## src/rtl/rxs_pkg.sv

```systemverilog
package rxs_pkg;
  typedef enum logic [2:0] {
    ST_FETCH,
    ST_RECV,
    ST_NEXT,
    ST_WB,
    ST_DROP
  } rxs_state_e;

  localparam int W0_VALID = 31;
  localparam int W0_ERR   = 30;
  localparam int W0_SOF   = 29;
  localparam int W0_EOF   = 28;
endpackage

```

## src/rtl/rxs_dsc_ptr.sv

```systemverilog
module rxs_dsc_ptr #(
  parameter int            AW   = 32,
  parameter logic [AW-1:0] BASE = '0,
  parameter int            UNIT = 16
) (
  input  logic          clk_i,
  input  logic          rst_ni,
  input  logic [1:0]    dl_i,
  input  logic          adv_i,
  output logic [AW-1:0] cur_o,
  output logic [AW-1:0] nxt_o
);
  logic [AW-1:0] ptr_q;
  logic [AW-1:0] stride;

  always_comb begin
    unique case (dl_i)
      2'b00:   stride = AW'(UNIT);
      2'b01:   stride = AW'(2 * UNIT);
      default: stride = AW'(4 * UNIT);
    endcase
  end

  always_ff @(posedge clk_i or negedge rst_ni) begin
    if (!rst_ni)    ptr_q <= BASE;
    else if (adv_i) ptr_q <= ptr_q + stride;
  end

  assign cur_o = ptr_q;
  assign nxt_o = ptr_q + stride;
endmodule

```

## src/rtl/rxs_buf_track.sv

```systemverilog
module rxs_buf_track #(
  parameter int AW = 32,
  parameter int LW = 16
) (
  input  logic          clk_i,
  input  logic          rst_ni,
  input  logic          load_i,
  input  logic [LW-1:0] cap_i,
  input  logic [AW-1:0] buf_i,
  input  logic          take_i,
  output logic [AW-1:0] addr_o,
  output logic [LW-1:0] cnt_o,
  output logic          last_o
);
  logic [AW-1:0] buf_q;
  logic [LW-1:0] cap_q;
  logic [LW-1:0] cnt_q;

  always_ff @(posedge clk_i or negedge rst_ni) begin
    if (!rst_ni) begin
      buf_q <= '0;
      cap_q <= '0;
      cnt_q <= '0;
    end else if (load_i) begin
      buf_q <= buf_i;
      cap_q <= cap_i;
      cnt_q <= '0;
    end else if (take_i) begin
      cnt_q <= cnt_q + 1'b1;
    end
  end

  assign addr_o = buf_q + AW'(cnt_q);
  assign cnt_o  = cnt_q;
  // byte being taken now is the last that fits
  assign last_o = (cnt_q + 1'b1) == cap_q;
endmodule

```

## src/rtl/rx_frame_scatter.sv

```systemverilog
module rx_frame_scatter
  import rxs_pkg::*;
#(
  parameter int            AW        = 32,
  parameter int            LW        = 16,
  parameter int            UNIT      = 16,
  parameter logic [AW-1:0] RING_BASE = AW'(32'h1000)
) (
  input  logic          clk_i,
  input  logic          rst_ni,
  input  logic [1:0]    dl_mode_i,
  input  logic          in_valid_i,
  input  logic [7:0]    in_data_i,
  input  logic          in_eof_i,
  output logic          in_ready_o,
  output logic          dsc_req_o,
  output logic [AW-1:0] dsc_addr_o,
  input  logic          dsc_ack_i,
  input  logic          dsc_valid_i,
  input  logic [LW-1:0] dsc_cap_i,
  input  logic [AW-1:0] dsc_buf_i,
  output logic          wr_en_o,
  output logic [AW-1:0] wr_addr_o,
  output logic [7:0]    wr_data_o,
  output logic          wb_en_o,
  output logic [AW-1:0] wb_addr_o,
  output logic [31:0]   wb_w0_o,
  output logic [LW-1:0] wb_len_o,
  output logic          ovf_o
);
  rxs_state_e st_q, ret_q;
  logic first_q;
  logic accept, take, load, adv;
  logic [AW-1:0] cur_ptr, nxt_ptr, buf_addr;
  logic [LW-1:0] cnt;
  logic last;

  assign in_ready_o = (st_q == ST_RECV) || (st_q == ST_DROP);
  assign dsc_req_o  = (st_q == ST_FETCH) || (st_q == ST_NEXT);
  assign dsc_addr_o = (st_q == ST_NEXT) ? nxt_ptr : cur_ptr;

  assign accept = in_valid_i && in_ready_o;
  assign take   = accept && (st_q == ST_RECV);
  assign load   = dsc_req_o && dsc_ack_i && dsc_valid_i;
  assign adv    = (take && in_eof_i) || ((st_q == ST_NEXT) && dsc_ack_i);

  rxs_dsc_ptr #(.AW(AW), .BASE(RING_BASE), .UNIT(UNIT)) i_ptr (
    .clk_i (clk_i),
    .rst_ni(rst_ni),
    .dl_i  (dl_mode_i),
    .adv_i (adv),
    .cur_o (cur_ptr),
    .nxt_o (nxt_ptr)
  );

  rxs_buf_track #(.AW(AW), .LW(LW)) i_buf (
    .clk_i (clk_i),
    .rst_ni(rst_ni),
    .load_i(load),
    .cap_i (dsc_cap_i),
    .buf_i (dsc_buf_i),
    .take_i(take),
    .addr_o(buf_addr),
    .cnt_o (cnt),
    .last_o(last)
  );

  // byte write path
  always_ff @(posedge clk_i or negedge rst_ni) begin
    if (!rst_ni) begin
      wr_en_o   <= 1'b0;
      wr_addr_o <= '0;
      wr_data_o <= '0;
    end else begin
      wr_en_o <= take;
      if (take) begin
        wr_addr_o <= buf_addr;
        wr_data_o <= in_data_i;
      end
    end
  end

  // control and write-back
  always_ff @(posedge clk_i or negedge rst_ni) begin
    if (!rst_ni) begin
      st_q      <= ST_FETCH;
      ret_q     <= ST_FETCH;
      first_q   <= 1'b1;
      wb_en_o   <= 1'b0;
      wb_addr_o <= '0;
      wb_w0_o   <= '0;
      wb_len_o  <= '0;
      ovf_o     <= 1'b0;
    end else begin
      wb_en_o <= 1'b0;
      ovf_o   <= 1'b0;
      unique case (st_q)
        ST_FETCH: if (load) st_q <= ST_RECV;
        ST_RECV: begin
          if (take) begin
            if (in_eof_i) begin
              wb_en_o   <= 1'b1;
              wb_addr_o <= cur_ptr;
              wb_w0_o   <= {1'b0, 1'b0, first_q, 1'b1, 28'b0};
              wb_len_o  <= cnt + 1'b1;
              first_q   <= 1'b1;
              ret_q     <= ST_FETCH;
              st_q      <= ST_WB;
            end else if (last) begin
              st_q <= ST_NEXT;
            end
          end
        end
        ST_NEXT: begin
          if (dsc_ack_i) begin
            wb_en_o   <= 1'b1;
            wb_addr_o <= cur_ptr;
            wb_len_o  <= cnt;
            st_q      <= ST_WB;
            if (dsc_valid_i) begin
              wb_w0_o <= {1'b0, 1'b0, first_q, 1'b0, 28'b0};
              first_q <= 1'b0;
              ret_q   <= ST_RECV;
            end else begin
              // no room left: close with error, drop the tail
              wb_w0_o <= {1'b0, 1'b1, first_q, 1'b1, 28'b0};
              ovf_o   <= 1'b1;
              first_q <= 1'b1;
              ret_q   <= ST_DROP;
            end
          end
        end
        ST_WB:   st_q <= ret_q;
        ST_DROP: if (accept && in_eof_i) st_q <= ST_FETCH;
        default: st_q <= ST_FETCH;
      endcase
    end
  end
endmodule

```

## config.mk

```make
export PLATFORM = sky130hd
export DESIGN_NAME = rx_frame_scatter
export DESIGN_NICKNAME = d
export VERILOG_FILES = /design/src/rtl/rxs_pkg.sv /design/src/rtl/rxs_dsc_ptr.sv /design/src/rtl/rxs_buf_track.sv /design/src/rtl/rx_frame_scatter.sv
export SDC_FILE = /design/constraint.sdc
export NUM_CORES = 1
export LEC_CHECK = 0
export BUFFER_PORTS_ARGS = -buffer_cell sky130_fd_sc_hd__buf_4
export CORE_ASPECT_RATIO = 1.5
export CORE_MARGIN = 2
export CORE_UTILIZATION = 43
export DETAILED_ROUTE_END_ITERATION = 7
export GPL_TIMING_DRIVEN = 0
export PLACE_DENSITY = 0.66
export SLEW_MARGIN = 20
export SYNTH_ARGS = -nofsm -noshare
export SYNTH_HDL_FRONTEND = slang
export SYNTH_SLANG_ARGS = --single-unit
```

## constraint.sdc

```tcl
create_clock -name clk_i -period 6.49 [get_ports clk_i]
set_input_delay 0.649 -clock clk_i [delete_from_list [all_inputs] [get_ports clk_i]]
set_output_delay 0.649 -clock clk_i [all_outputs]
set_load 0.02 [all_outputs]
```

# Word-level counts from Yosys, hierarchy flattened
# Cells that the tools add are included.
[totals]
reg_bits = 226
in_bits = 64
out_inout_bits = 157
word_cells = 86
[op_classes]
addsub = 3
eq_ne = 12
muxes = 40
reduce_logical = 16
[op_table]
columns = ["op", "n"]
rows = [
  ["$mux W32", 7],
  ["$pmux W32 S2", 2],
  ["$mux W16", 5],
  ["$add A32 B16 Y32", 1],
  ["$add A32 B7 Y32", 1],
  ["$pmux W16 S2", 1],
  ["$mux W31", 1],
  ["$mux W3", 10],
  ["$add A16 B1 Y16 const B", 1],
  ["$eq A16 B16 Y1", 1],
  ["$pmux W3 S5", 1],
  ["$pmux W7 S2", 1],
  ["$mux W1", 9],
  ["$logic_and A1 B1 Y1", 7],
  ["$eq A3 B2 Y1 const B", 2],
  ["$ne A2 B2 Y1 const B", 3],
  ["$pmux W3 S2", 1],
  ["$reduce_and A5 Y1", 1],
  ["$ne A2 B1 Y1 const B", 2],
  ["$pmux W1 S2", 2],
  ["$reduce_and A4 Y1", 1],
  ["$reduce_bool A2 Y1", 2],
  ["$eq A3 B1 Y1 const B", 1],
  ["$eq A3 B3 Y1 const B", 1],
  ["other kinds (5)", 7],
]

# Logic depth before layout (Yosys ltp)
[depth]
ltp_word = 6
mapped_depth = 10
depth_no_buf = 10

# Modules after synthesis
# Synthesis repeated with hierarchy kept, for this count alone.
[unflattened]
hier_cells = 1067
area_unflattened_um2 = 10898.0
[modules_own_cells]
columns = ["mod", "instances", "cells_each", "area_each_um2", "seq_area_each_um2"]
rows = [
  ["rx_frame_scatter", 1, 438, 4690.7, 2478.6],
  ["rxs_buf_track", 1, 423, 4201.5, 1601.5],
  ["rxs_dsc_ptr", 1, 206, 2005.7, 701.9],
]

# Worst setup path after synthesis
# No wires, ideal clock.
[synth_path]
kind = "input to output"
from = "input dl_mode_i[0]"
to = "output dsc_addr_o[21]"
arrival_ns = 2.368
required_time_ns = 5.841
slack_ns = 3.473
cell_stages = 8
path_cell_list = "nor2b_1 -> ha_1 -> a21o_1 -> a21oi_1 -> nor2_1 -> nor4b_1 -> nand3_1 -> xnor2_1"
[synth_via]
elab_chain_cells = 4
elab_cells_between_ends = 5
cone_classes = "add/sub: 1; eq/ne: 1; mux: 2; reduce/logical: 1"
[synth_rtl]
columns = ["element", "line_no", "source"]
rows = [
  ["from (decl)", "rx_frame_scatter.sv:11", "input logic [1:0] dl_mode_i,"],
  ["$eq A2 B1 Y1 or $logic_not A2 Y1 (tied branches)", "rxs_dsc_ptr.sv:17", "unique case (dl_i)"],
  ["$pmux W7 S2 (*)", "rxs_dsc_ptr.sv:17", ""],
  ["$add A32 B7 Y32 (*)", "rxs_dsc_ptr.sv:30", "assign nxt_o = ptr_q + stride;"],
  ["$mux W32 (*)", "rx_frame_scatter.sv:40", "assign dsc_addr_o = (st_q == ST_NEXT) ? nxt_ptr : cur_ptr;"],
  ["to (decl)", "rx_frame_scatter.sv:17", "output logic [AW-1:0] dsc_addr_o,"],
]
# Mark *: on every way between the ends. The rest lies on a longest branch, timed or not.

# Worst setup path after layout
[layout_path]
from = "register i_ptr.ptr_q[12] (netlist: i_ptr.cur_o[12])"
to = "output dsc_addr_o[30]"
[layout_via]
elab_chain_cells = 2
[layout_rtl]
columns = ["element", "line_no", "source"]
rows = [
  ["from (decl)", "rxs_dsc_ptr.sv:13", "logic [AW-1:0] ptr_q;"],
  ["from (signal assigned)", "rxs_dsc_ptr.sv:26", "else if (adv_i) ptr_q <= ptr_q + stride;"],
  ["$add A32 B7 Y32", "rxs_dsc_ptr.sv:30", ""],
  ["$mux W32", "rx_frame_scatter.sv:40", ""],
]
# Every way passes these cells.

==> metrics.md <==
| Metric | Value |
|---|---|
| Root Driver | `clkbuf_16` |
| Htree depth | `4` |
| Total track usage | `roughly a fifth` |
| Final setup viols | `0` |
| Sw Share | `37.9%` |
| Synth Warn # | `0` |
| Clock network fraction of design power | `23.9%` |
| Vias post-DR | `approximately 7900` |
| Synth Instances | `approximately 1000` |
| Pwr Density | `~380 nW/µm²` |
| WP data arrival | `2.85 ns` |
| Delay-heaviest family, CP | `simple AND/OR/NAND/NOR gates` |
| Mapped Area | `approximately 9900 µm²` |
| Diode count | `0` |
| Design Area, Final | `around 12000 µm²` |
| Antenna Violating Nets Remaining | `0` |
| Async set or reset register ratio after synthesis | `100%` |
| P&R area growth vs syn | `26.0%` |
| Initial DRC count | `a little over 400` |
| Largest net degree at the start of global routing | `94` |
| Die height | `approximately 190 µm` |
| Num CTS Buffers | `17` |
| Peak supply drop | `0.000197 V` |
| Max-Cap Viols | `0` |
| Synth Area in Simple Gates | `18.7%` |
| Worst EP required | `roughly 5.8 ns` |
| DRC Markers | `0` |
| PortBufs | `around 180` |
| Die Wd | `between 100 and 150 µm` |
| Slowest cell on crit path | `dfstp_2` |
| Post-DP Area | `around 12000 µm²` |
| Commonest cells after routing, fill and taps aside | `238 x nand2_1, 223 x buf_4, 185 x dfrtp_1` |
| Worst setup EP type | `primary output` |
| Overall power | `around 0.0047 W` |
| Worst skew pair latency | `about 0.44 ns` |
| Max-slew violations | `0` |
| Vias per cell | `around 5` |
| Skew final | `about 0.011 ns` |
| Total negative setup slack | `0 ns` |
| Pre-Repair DR Iteration Count | `4` |
| Synth area leaders | `dfrtp_1 47%, nand2_1 9.1%, mux2_2 5.6%` |
| Die area | `~24000 µm²` |
| Clk sink count | `187` |
| Worst-Margin Slew | `about 0.75 ns` |
| Post-CTS Setup Bufs | `0` |
| Pint | `around 0.003 W` |
| Part of the power in registers | `a little under two fifths` |
| Top_reg_cell synth | `dfrtp_1` |
| Antenna violations before repair | `0` |
| Reg clk slew, reported paths | `roughly 0.070 ns` |
| Clock Tree Buf Depth | `2` |
| Hold slack final | `0.394 ns` |
| CP Class | `register to primary output` |
| # rows | `67` |
| Fin crit period | `between 3 and 4 ns` |
| # IOs | `221` |
| Largest family of logic cells by synthesized area | `simple AND/OR/NAND/NOR gates` |
| Global-route wire length before repair | `about 40 mm` |
| Syn avg cell area | `~9.6 µm²` |
| Most common cell after layout, fill and taps aside | `nand2_1` |
| Area leader, netlist | `dfrtp_1` |
| Post-synth top area share | `approximately 47%` |
| Gr ovfl total | `0` |
| Peak Freq | `about 290 MHz` |
| Max stage delay on crit path | `roughly 0.6 ns` |
| Synth Area in XOR/XNOR | `about a tenth` |
| Net Sw Power | `approximately 0.0018 W` |
| Initial Util | `between 40% and 50%` |
| Relative max-transition margin | `between 40% and 50%` |
| Final Hold Fails | `0` |
| Synth unique cells | `65` |
| Core Region | `approximately 22000 µm²` |
| Detailed Route WL | `between 20 and 30 mm` |
| Run status | `completed` |
| Worst min path class | `input port to register` |
| RSZ-0062 raised after global routing | `no` |
| Final Cycle Share | `~54%` |
| Post-synthesis compound-gate area fraction | `a little under a tenth` |
| Sequential area share after synthesis | `47.5%` |
| Final nets | `1359` |
| Setup crit start kind | `register` |
| Multiplexer share of the synthesized area | `5.60%` |
| Adder-Cell Fraction of Synth Area | `2.94%` |
| CP bufs+invs | `1` |
| EDFF count, synth | `0` |
| Wire per inst | `around 16 µm` |
| Layout cells sized above 1 | `a little over a quarter` |
| Leak pwr | `6.13 nW` |
| Routability cong. | `about 0.91` |
| CTS tree | `done` |
| Yosys reg bits | `187` |
| Gate power share | `between 30% and 40%` |
| Crit path cell chain | `nand4_2 > nor4_2 > nand2_1 > nor2_1 > nand2_1 > nor2_1 > xor2_1 > buf_4` |
| Maximum fanout along the worst path | `9` |
| Dpl hpwl | `19.5 mm` |
| Vias in the first global route | `a little under 8000` |
kinds of logic (layout without fill, tap and decap cells):
group | after synthesis | after routing
muxes | 49 | 49
xor gates and xnor gates | 111 | 111
buffers and inverters | 109 | 327
adders and majority gates | 22 | 22
and+or+nand+nor | 400 | 400
DFF | 187 | 187
other | 1 | 37
AOI/OAI and AO/OA | 153 | 153
synth_stat cells (all sizes together) (12+ instances only):
cell type and instances:
a21oi 14, and3 14, buf 52, clkbuf 44, dfrtp 185, ha 20, inv 13, mux2 49
nand2 239, nand3 22, nand4 12, nor2 52, nor3 14, o21ai 83, xnor2 63, xor2 48
final cells by class:
| class | count | area [µm²] |
|---|---|---|
| plain buffers | 96 | 552 |
| clock inverters | 14 | 199 |
| fillers | 2078 | 10000 |
| inverters | 13 | 48.8 |
| multi-input cells | 772 | 4710 |
| repair buffers | 186 | 1450 |
| clock buffers | 18 | 439 |
| flip-flops and latches | 187 | 4680 |
| well taps | 276 | 345 |
what timing repair did:
item,in CTS,in global routing
hold buffers,1,0
resized for setup,0,0
hold endpoints to repair,6,0
endpoints found under the setup margin,0,0
layer usage:
layer | wire length, µm | GRT usage (%)
met3 | 1350 | 4.86
met5 | 0 | 0
met4 | 389 | 6.09
met1 | 10100 | 24.5
met2 | 13600 | 39.2
power groups by stage:
stage	clock (W)	combinational, W	sequential (W)
2_1_floorplan	0	0.00100	0.00192
3_3_place_gp	0	0.00179	0.00179
3_5_place_dp	0	0.00183	0.00180
4_1_cts	0.00115	0.00183	0.00178
5_1_grt	0.00120	0.00199	0.00183
6_report	0.00113	0.00181	0.00178
final timing paths:
check	from	to	slack, ns	depth (start not counted)
hold reg to reg	wb_addr_o[17]$_DFFE_PN0P_	wb_addr_o[17]$_DFFE_PN0P_	0.48	2
setup / recovery	i_ptr.cur_o[12]$_DFFE_PN1P_	dsc_addr_o[30]	2.99	8
hold / removal	dsc_valid_i	ovf_o$_DFF_PN0_	0.39	2
min in group asynchronous	rst_ni	i_ptr.cur_o[13]$_DFFE_PN0P_	0.58	2
max in group asynchronous	rst_ni	i_buf.buf_q[8]$_DFFE_PN0P_	4.87	4
setup reg to reg	i_buf.cnt_o[0]$_DFFE_PN0P_	wr_addr_o[28]$_DFFE_PN0P_	3.42	9
sequential cells by signal (all words and copies together) (netlist names), 3 cells and up:
signal	count
wb_addr_o	28
i_buf.buf_q	32
i_ptr.cur_o	28
i_buf.cap_q	16
st_q	3
i_buf.cnt_o	16
wb_len_o	16
wr_data_o	8
wr_addr_o	32
through the flow:
| stage | utilization (%) | cells | worst slack [ns] |
|---|---|---|---|
| 2_1_floorplan | - | 1068 | 3.47 |
| 3_3_place_gp | 52.1 | 1527 | 3.16 |
| 3_5_place_dp | 52.4 | 1529 | 3.14 |
| 4_1_cts | 55.3 | 1562 | 2.98 |
| 5_1_grt | 55.3 | 1562 | 2.78 |
| 6_report | 55.3 | 1562 | 2.99 |
(Power assumes the default switching activity.)
